File: src/rtl/tmr_pkg.sv
package tmr_pkg;
  localparam int CSR_W    = 11;
  localparam int B_DOWN   = 1;
  localparam int B_RELOAD = 4;
  localparam int B_IE     = 6;
  localparam int B_RUN    = 7;
  localparam int B_FLAG   = 8;

  localparam logic [1:0] SEL_CSR   = 2'd0;
  localparam logic [1:0] SEL_LOAD  = 2'd1;
  localparam logic [1:0] SEL_COUNT = 2'd2;

  typedef struct packed {
    logic csrWr;
    logic loadWr;
  } chStrobe_t;
endpackage

File: src/rtl/tmr_ctrl.sv
module tmr_ctrl
  import tmr_pkg::*;
#(
  parameter int NUM_CH = 4,
  parameter int ADDR_W = 6,
  parameter int DATA_W = 32
) (
  input  logic              clk,
  input  logic              rstN,
  input  logic              wrEn,
  input  logic [ADDR_W-1:0] addr,
  input  logic [CSR_W-1:0]  csrQ   [NUM_CH],
  input  logic [DATA_W-1:0] loadQ  [NUM_CH],
  input  logic [DATA_W-1:0] countQ [NUM_CH],
  output chStrobe_t         strobe [NUM_CH],
  output logic [DATA_W-1:0] rdData
);
  localparam int CH_W = ADDR_W - 2;

  logic [CH_W-1:0]     chIdx;
  logic [1:0]          regSel;
  logic [2*NUM_CH-1:0] strobeBits;

  assign chIdx  = addr[ADDR_W-1:2];
  assign regSel = addr[1:0];

  for (genvar i = 0; i < NUM_CH; i++) begin : g_dec
    logic hit;
    assign hit              = wrEn && (chIdx == CH_W'(i));
    assign strobe[i].csrWr  = hit && (regSel == SEL_CSR);
    assign strobe[i].loadWr = hit && (regSel == SEL_LOAD);
    assign strobeBits[2*i]   = strobe[i].csrWr;
    assign strobeBits[2*i+1] = strobe[i].loadWr;
  end

  always_comb begin
    rdData = '0;
    for (int i = 0; i < NUM_CH; i++) begin
      if (chIdx == CH_W'(i)) begin
        case (regSel)
          SEL_CSR:   rdData = DATA_W'(csrQ[i]);
          SEL_LOAD:  rdData = loadQ[i];
          SEL_COUNT: rdData = countQ[i];
          default:   rdData = '0;
        endcase
      end
    end
  end


  one_target_chk: assert property (@(posedge clk) disable iff (!rstN)
    $onehot0(strobeBits));
endmodule

File: src/rtl/tmr_datapath.sv
module tmr_datapath
  import tmr_pkg::*;
#(
  parameter int NUM_CH = 4,
  parameter int DATA_W = 32
) (
  input  logic              clk,
  input  logic              rstN,
  input  logic              tick,
  input  logic [DATA_W-1:0] wrData,
  input  chStrobe_t         strobe [NUM_CH],
  output logic [CSR_W-1:0]  csrQ   [NUM_CH],
  output logic [DATA_W-1:0] loadQ  [NUM_CH],
  output logic [DATA_W-1:0] countQ [NUM_CH],
  output logic              irq
);
  for (genvar i = 0; i < NUM_CH; i++) begin : g_ch
    logic halted;
    logic running;
    logic atEnd;
    logic expire;

    assign running = csrQ[i][B_RUN] && !halted;
    assign atEnd   = csrQ[i][B_DOWN] ? (countQ[i] == '0) : (&countQ[i]);
    assign expire  = running && tick && atEnd;

    always_ff @(posedge clk) begin
      if (!rstN) begin
        csrQ[i]   <= '0;
        countQ[i] <= '0;
        halted    <= 1'b0;
      end else if (strobe[i].csrWr) begin
        csrQ[i] <= {wrData[CSR_W-1:B_FLAG+1], 1'b0, wrData[B_FLAG-1:0]};
        halted  <= 1'b0;
        if (wrData[B_RUN]) countQ[i] <= loadQ[i];
      end else if (expire) begin
        csrQ[i][B_FLAG] <= 1'b1;
        if (csrQ[i][B_RELOAD]) countQ[i] <= loadQ[i];
        else                   halted    <= 1'b1;
      end else if (running && tick) begin
        countQ[i] <= csrQ[i][B_DOWN] ? countQ[i] - DATA_W'(1)
                                     : countQ[i] + DATA_W'(1);
      end
    end

    always_ff @(posedge clk) begin
      if (!rstN)                 loadQ[i] <= '0;
      else if (strobe[i].loadWr) loadQ[i] <= wrData;
    end


    flag_clear_chk: assert property (@(posedge clk) disable iff (!rstN)
      strobe[i].csrWr |=> !csrQ[i][B_FLAG]);

    restart_chk: assert property (@(posedge clk) disable iff (!rstN)
      (strobe[i].csrWr && wrData[B_RUN]) |=> (countQ[i] == $past(loadQ[i])));

    freeze_chk: assert property (@(posedge clk) disable iff (!rstN)
      (!strobe[i].csrWr && !csrQ[i][B_RUN]) |=> $stable(countQ[i]));

    flag_tick_chk: assert property (@(posedge clk) disable iff (!rstN)
      $rose(csrQ[i][B_FLAG]) |-> $past(tick));
  end

  always_comb begin
    irq = 1'b0;
    for (int i = 0; i < NUM_CH; i++)
      irq = irq | (csrQ[i][B_FLAG] & csrQ[i][B_IE]);
  end
endmodule

File: src/rtl/tmr_bank.sv
module tmr_bank
  import tmr_pkg::*;
#(
  parameter int NUM_CH = 4,
  parameter int ADDR_W = 6,
  parameter int DATA_W = 32
) (
  input  logic              clk,
  input  logic              rstN,
  input  logic              tick,
  input  logic              wrEn,
  input  logic [ADDR_W-1:0] addr,
  input  logic [DATA_W-1:0] wrData,
  output logic [DATA_W-1:0] rdData,
  output logic              irq
);
  chStrobe_t         strobe [NUM_CH];
  logic [CSR_W-1:0]  csrQ   [NUM_CH];
  logic [DATA_W-1:0] loadQ  [NUM_CH];
  logic [DATA_W-1:0] countQ [NUM_CH];

  tmr_ctrl #(.NUM_CH(NUM_CH), .ADDR_W(ADDR_W), .DATA_W(DATA_W)) u_ctrl (
    .clk(clk), .rstN(rstN), .wrEn(wrEn), .addr(addr),
    .csrQ(csrQ), .loadQ(loadQ), .countQ(countQ),
    .strobe(strobe), .rdData(rdData)
  );

  tmr_datapath #(.NUM_CH(NUM_CH), .DATA_W(DATA_W)) u_dp (
    .clk(clk), .rstN(rstN), .tick(tick), .wrData(wrData),
    .strobe(strobe), .csrQ(csrQ), .loadQ(loadQ), .countQ(countQ),
    .irq(irq)
  );
endmodule

File: config.mk
export PLATFORM = sky130hd
export DESIGN_NAME = tmr_bank
export DESIGN_NICKNAME = d
export VERILOG_FILES = /design/src/rtl/tmr_pkg.sv /design/src/rtl/tmr_ctrl.sv /design/src/rtl/tmr_datapath.sv /design/src/rtl/tmr_bank.sv
export SDC_FILE = /design/constraint.sdc
export NUM_CORES = 1
export LEC_CHECK = 0
export BUFFER_PORTS_ARGS = -buffer_cell sky130_fd_sc_hd__buf_2
export CAP_MARGIN = 20
export CORE_MARGIN = 2
export CORE_UTILIZATION = 41
export CTS_CLUSTER_DIAMETER = 60
export DETAILED_ROUTE_END_ITERATION = 16
export PLACE_DENSITY_LB_ADDON = 0.1
export SETUP_SLACK_MARGIN = 0.5
export SLEW_MARGIN = 15
export SYNTH_ARGS = -nofsm -noshare
export SYNTH_HDL_FRONTEND = slang
export SYNTH_SLANG_ARGS = --single-unit
File: constraint.sdc
create_clock -name clk -period 4 [get_ports clk]
set_clock_uncertainty 0.05 [all_clocks]
set_input_delay 0.2 -clock clk [delete_from_list [all_inputs] [get_ports clk]]
set_output_delay 0.2 -clock clk [all_outputs]
set_load 0.03 [all_outputs]
==> results of run 1 <==
power groups by stage:
stage | Clock [W] | Combinational, W | Sequential [W]
floorplan | 0 | 0.000218 | 0.00312
global placement | 0 | 0.000376 | 0.00313
detailed placement | 0 | 0.000378 | 0.00313
CTS | 0.00386 | 0.000403 | 0.00307
global route | 0.00398 | 0.000434 | 0.00307
finish | 0.00381 | 0.000411 | 0.00307
how the worst max path moves through the flow:
| stage | startpoint | end | slack [ns] | cells past startpoint |
|---|---|---|---|---|
| floorplan | u_dp.csrQ[12]$_SDFFE_PN0P_ | u_dp.countQ[58]$_SDFFE_PN0P_ | 0.63 | 11 |
| detailed placement | u_dp.csrQ[1]$_SDFFE_PN0P_ | u_dp.countQ[28]$_SDFFE_PN0P_ | 0.36 | 11 |
| finish | u_dp.csrQ[1]$_SDFFE_PN0P_ | u_dp.countQ[31]$_SDFFE_PN0P_ | 0.67 | 11 |
| global route | u_dp.csrQ[1]$_SDFFE_PN0P_ | u_dp.countQ[28]$_SDFFE_PN0P_ | 0.45 | 12 |
| global placement | u_dp.csrQ[1]$_SDFFE_PN0P_ | u_dp.countQ[28]$_SDFFE_PN0P_ | 0.38 | 11 |
| CTS | u_dp.csrQ[34]$_SDFFE_PN0P_ | u_dp.countQ[126]$_SDFFE_PN0P_ | 0.55 | 11 |
flip-flops by register name, indices dropped and copies added (netlist names):
register / flops
u_dp.countQ: 128
u_dp.loadQ: 128
u_dp.csrQ: 44
u_dp.g_ch.halted: 4
per-stage QoR:
stage	setup WS, ns	cell area (um2)
final	0.666	23700
after global routing	0.449	23700
after CTS	0.552	23600
after detailed placement	0.356	21900
after global placement	0.376	21900
after floorplan	0.632	20700
cells in the final DEF, fill, tap and decap left out, types with 9 or more instances in the layout:
cell           count
nand2_1          511
a21oi_1          385
dfxtp_1          300
nor2_1           224
o21ai_0          122
ha_1             120
a22oi_1           88
a21o_1            86
buf_2             74
buf_4             68
xnor2_1           63
mux2i_1           60
nand4_1           49
clkbuf_16         43
xor2_1            42
nor3_1            37
a211oi_1          37
nor4_1            34
dlygate4sd3_1     32
nand3_1           31
inv_1             27
a31oi_1           26
o221ai_1          23
o22a_1            21
o21bai_1          21
o21ai_1           21
o211ai_1          18
a311oi_1          17
nand2b_1          16
o21a_1            15
o22ai_1           14
a221oi_1          14
and3_1            12
clkbuf_8          11
o31ai_1           10
nor2b_1           10
o211a_1            9
kinds of logic after synthesis:
family                   Yosys count  share of synthesized area (%)
buffers and inverters            221                           4.20
AND/OR/NAND/NOR                  985                           20.7
flip-flops                       304                           29.4
adder cells (fa/ha/maj)          124                           7.63
XOR/XNOR                         105                           4.44
multiplexers                      61                           2.95
AO/OA/AOI/OAI                    993                           30.7
tightest hold or removal path, delay by kind of cell:
family / cells / cell delay, ns
simple gates: 1 / 0.18
buf+inv: 2 / 0.31
final cells by class:
type                       instances  area (um2)  area share, %
tap                              672         841           3.54
clock buffer                      57        1230           5.18
clock inverter                    14         168          0.707
timing repair buffer             183        1380           5.80
sequential                       304        6100           25.7
inverter                          28         110          0.464
multi-input combinational       2268       13900           58.6
layer usage:
| metal | wire (um) | part of all wire (%) | track usage, % |
|---|---|---|---|
| met1 | 36600 | 46 | 41.7 |
| met4 | 2860 | 3.6 | 10.9 |
| met3 | 5100 | 6.4 | 3.48 |
| met2 | 35700 | 44 | 46.6 |
| met5 | 0 | 0 | 0 |
what timing repair did:
item                                    CTS  global route
hold endpoints to repair                161             0
pin swaps                                 0             3
endpoints found under the setup margin    5            20
setup buffers                             0             4
hold buffers                             32             0
gates resized for setup                   3            11
==> results.yml, run 1 <==
critical_path:
  max_stage_delay_ns: 0.46
  path_buf_inv: 1
  cp_slowest_cell: "dfxtp_4"
  critPathRequiredTime_ns: 4.40
  end_kind: "flop"
  critPathLaunchType: "flop"
  r2r_cells: 11
  cp_max_fo: 11
  rr_startpoint: "u_dp.csrQ[1]$_SDFFE_PN0P_"
  path_cells: "clkbuf_8 > ha_1 > a21o_1 > a21oi_1 > o211ai_2 > a211oi_2 > o31ai_2 > a311oi_1 > o21bai_1 > xnor2_1 > a31o_1"
  arrival_ns: 3.73
  path_delay_family: "compound AO/OA/AOI/OAI gates"
  r2r-end: "u_dp.countQ[31]$_SDFFE_PN0P_"
  criticalPathCategory: "flop to flop"
  rrSetupSlack_ns: 0.67
routing:
  viasPerCell: 6.11
  antenna_left: 0
  drt_wl_total_um: 80200
  wl_per_cell_um: 22.7
  dr.first_iter.drc_count: 2104
  drt_pass1_iterations: 6
  vias: 21500
  drc: 0
synthesis:
  synth-seq-area-share_pct: 29.4
  syn_inst: 2793
  synth_edf_count: 0
  syn_area_um2: 20700
  async_flop_share_pct: 0
  synth_area_leader_cell: "dfxtp_1"
  synth_most_common_cell: "nand2_1"
  synth-seq-cells: 304
  synth_top_area_share_pct: 29.4
  postSynth.topFlopCell: "dfxtp_1"
  yosysWarnings: 0
  netlist-cell-type-count: 80
  syn-num-nets: 2959
  ys_top_cells_by_count: "nand2_1, a21oi_1, dfxtp_1"
  postSynthAreaPerCell_um2: 7.42
  ys_top_cells_by_area: "dfxtp_1, a21oi_1, nand2_1"
timing:
  hold_viol: 0
  rsz0062_at_grt: "no"
  fin_crit_sh_pct: 83.3
  timing.hold.ws_ns: 0.147
  post-route-min-period_ns: 3.33
  tightest_slew_ns: 1.13
  fmax_ghz: 0.300
  slew_headroom_pct: 24.3
  setup_viol: 0
  setup_tns_ns: 0
  drv_slew: 0
global_route:
  antenna_found_initial: 0
  grt_max_degree: 101
  grt_pass1_wl_um: 122000
  grt_overflow: 0
  grt.total_usage_pct: 29.7
  grt_pass1_vias: 19900
outcome:
  status: "complete, no violations"
worst_hold_path:
  whs_endpoint: "u_dp.countQ[98]$_SDFFE_PN0P_"
  min_from: "rstN"
  hold-path-cell-count: 3
  hold_path_class: "input pin to flop"
pwr:
  power_w: 0.00728
  powerDensity_nw_per_um2: 307
  power_frac_comb_pct: 5.6
  swShare_pct: 24.5
  p_int_w: 0.00550
  p_sw_w: 0.00179
  clockPowerShare_pct: 52.3
  seq_power_share_pct: 42.1
  p_leak_nw: 9.33
  ir_drop_mv: 0.266
clock_tree:
  h-tree-depth: 2
  clk_transition_reported_paths_ns: 0.06
  root_buffer: "clkbuf_16"
  clock_sinks: 304
  clk_latency_ns: 0.57
  cts_tree: "yes"
  cts_buffers: 41
  clockBufferDepth: 3
die:
  row_count: 82
  die_w_um: 229
  ios: 75
  core_um2: 50100
  start_util_pct: 41.4
  die_y_um: 229
  die_area_um2: 52400
place:
  dp_cells: 3419
  gp_congestion: 0.960
  io_buffer_count: 74
  dpl.hpwl_um: 57600
job:
  cap_violations: 0
cells_and_area:
  syn_to_final_growth_pct: 14.5
  nets: 2992
  instances_no_fill: 3526
  layout-drive-gt1-share_pct: 9.50
  diodes: 0
  fillers: 5071
  finish.utilization_pct: 47.4
No activity file was read; power rests on OpenSTA's default activity.
==> inputs of run 2 (changes only) <==
==> constraint.sdc (replaced) <==
create_clock -name clk -period 3.28 [get_ports clk]
set_clock_uncertainty 0.05 [all_clocks]
set_input_delay 0.164 -clock clk [delete_from_list [all_inputs] [get_ports clk]]
set_output_delay 0.164 -clock clk [all_outputs]
set_load 0.03 [all_outputs]
==> results.yml, run 2 (same netlist as run 1, synthesis figures left out) <==
timing:
  slew_headroom_pct: 25.5
  drv_slew: 0
  rsz0062_at_grt: "yes"
  worst_slack_ns: 0.296
  fin_crit_sh_pct: 91.0
  post-route-min-period_ns: 2.98
  hold_viol: 0
  setup_viol: 0
  fmax_ghz: 0.335
  timing.hold.ws_ns: 0.0887
  tightest_slew_ns: 1.12
pwr:
  ir_drop_mv: 0.276
  p_leak_nw: 10.6
  seq_power_share_pct: 43.2
  power_frac_comb_pct: 6.3
  swShare_pct: 25.3
  p_int_w: 0.00646
  power_w: 0.00865
  p_sw_w: 0.00219
  clockPowerShare_pct: 50.5
  powerDensity_nw_per_um2: 315
routing:
  drt_wl_total_um: 87900
  drc: 0
  wl_per_cell_um: 23.6
  dr.first_iter.drc_count: 2289
  drt_pass1_iterations: 5
  vias: 23000
  antenna_left: 0
  viasPerCell: 6.17
critical_path:
  critPathRequiredTime_ns: 3.73
  cp_max_fo: 6
  path_cells: "buf_8 > fa_2 > a21o_1 > a21o_1 > a21oi_4 > o41ai_4 > a2111oi_2 > buf_4 > nor2_4 > a221oi_2 > mux2i_1 > o21bai_1 > a31oi_1"
  max_stage_delay_ns: 0.39
  critPathLaunchType: "flop"
  arrival_ns: 3.43
  rr_startpoint: "u_dp.csrQ[1]$_SDFFE_PN0P_"
  cp_slowest_cell: "fa_2"
  end_kind: "flop"
  cp_common_cell: "a21o_1"
  rrSetupSlack_ns: 0.30
  r2r_cells: 13
  criticalPathCategory: "flop to flop"
  r2r-end: "u_dp.countQ[28]$_SDFFE_PN0P_"
cells_and_area:
  final_cell_mix: "nand2_1, a21oi_1, dfxtp_1, nor2_1, buf_4"
  finish.utilization_pct: 54.8
  nets: 3191
  layout_commonest_cell: "nand2_1"
  syn_to_final_growth_pct: 32.3
  stdcell_area_um2: 27400
  reg_top3: "u_dp.countQ: 128 flops, u_dp.loadQ: 128 flops, u_dp.csrQ: 44 flops"
  layout-drive-gt1-share_pct: 23.3
die:
  ios: 75
  core_um2: 50100
  start_util_pct: 41.4
  die_y_um: 229
  row_count: 82
  die_area_um2: 52400
  die_w_um: 229
global_route:
  grt_pass1_wl_um: 129000
  grt_pass1_vias: 21200
  grt_max_degree: 100
  grt_overflow: 0
  antenna_found_initial: 1
  grt.total_usage_pct: 31.4
clock_tree:
  cts_tree: "yes"
  root_buffer: "clkbuf_16"
  clock_sinks: 304
  clockBufferDepth: 3
  cts_buffers: 40
  clk_transition_reported_paths_ns: 0.06
  h-tree-depth: 2
  clk_latency_ns: 0.57
place:
  gp_congestion: 0.937
  place_ws_ns: -0.00862
  io_buffer_count: 74
  postPlaceCellArea_um2: 22300
  dpl.hpwl_um: 57300
worst_hold_path:
  whs_endpoint: "u_dp.csrQ[10]$_SDFFE_PN0P_"
  min_from: "addr[2]"
  hold_path_class: "input pin to flop"
  hold-path-cell-count: 5
outcome:
  status: "complete, no violations"
job:
  cap_violations: 0
-- run 2: changes by cell type in the layout (fill, tap and decap cells not counted), sizes merged --
| cell | change |
|---|---|
| inv | -4 |
| clkinv | +3 |
| bufinv | -1 |
| clkbuf | +2 |
| diode | +1 |
| o21ai | +2 |
| buf | +192 |
| o31ai | +3 |
-- run 2: power groups by stage --
stage          clock network [W]  logic [W]  registers [W]
3_3_place_gp                   0   0.000467        0.00381
4_1_cts                  0.00439   0.000518        0.00373
6_report                 0.00436   0.000546        0.00374
5_1_grt                  0.00455   0.000571        0.00374
2_1_floorplan                  0   0.000266        0.00381
3_5_place_dp                   0   0.000469        0.00382
-- run 2: worst max path at each step --
| stage | to | cells past startpoint | start | slack, ns |
|---|---|---|---|---|
| 2_1_floorplan | u_dp.countQ[113]$_SDFFE_PN0P_ | 11 | u_dp.csrQ[34]$_SDFFE_PN0P_ | 0.40 |
| 3_3_place_gp | u_dp.countQ[30]$_SDFFE_PN0P_ | 12 | u_dp.csrQ[1]$_SDFFE_PN0P_ | -0.04 |
| 3_5_place_dp | u_dp.countQ[30]$_SDFFE_PN0P_ | 12 | u_dp.csrQ[1]$_SDFFE_PN0P_ | -0.009 |
| 4_1_cts | u_dp.countQ[28]$_SDFFE_PN0P_ | 13 | u_dp.csrQ[1]$_SDFFE_PN0P_ | 0.27 |
| 5_1_grt | u_dp.countQ[28]$_SDFFE_PN0P_ | 13 | u_dp.csrQ[1]$_SDFFE_PN0P_ | 0.17 |
| 6_report | u_dp.countQ[28]$_SDFFE_PN0P_ | 13 | u_dp.csrQ[1]$_SDFFE_PN0P_ | 0.30 |
-- run 2: through the flow --
| stage | std cells | TNS (ns) |
|---|---|---|
| final | 3724 | 0 |
| after floorplan | 2793 | 0 |
| after CTS | 3662 | 0 |
| after global routing | 3723 | 0 |
| after detailed placement | 3451 | -0.00862 |
| after global placement | 3451 | -0.0367 |
-- run 2: timing repair --
item / 4_1_cts / 5_1_grt
pin swaps: 142 / 132
hold endpoints to repair: 164 / 0
setup endpoints to repair: 116 / 128
gates resized for setup: 219 / 185
buffers inserted: 106 / 52
hold buffers: 32 / 0
cloned: 5 / 9
-- run 2: area by class of cell --
cell class | count | area (um2)
diodes | 1 | 2.50
clock buffers | 56 | 1140
clock inverters | 12 | 126
fillers | 4675 | 22600
inverters | 28 | 114
multi-input cells | 2273 | 15900
flip-flops and latches | 304 | 6120
well taps | 672 | 841
repair buffers | 378 | 3220
-- run 2: critical path: cells and delay by family, from the launching register on --
kind | cells | cell delay, ns
adder cells (fa/ha/maj) | 1 | 0.39
AO/OA/AOI/OAI | 8 | 1.50
multiplexers | 1 | 0.21
buffers and inverters | 2 | 0.36
AND/OR/NAND/NOR | 1 | 0.05
flip-flops | 1 | 0.37
-- run 2: metal layers --
metal	global-route usage, %	routed length [um]	part of all wire (%)
met1	43.3	38300	44
met2	47.6	37700	43
met3	4.40	7020	8.0
met4	16.1	4950	5.6
met5	0	0	0
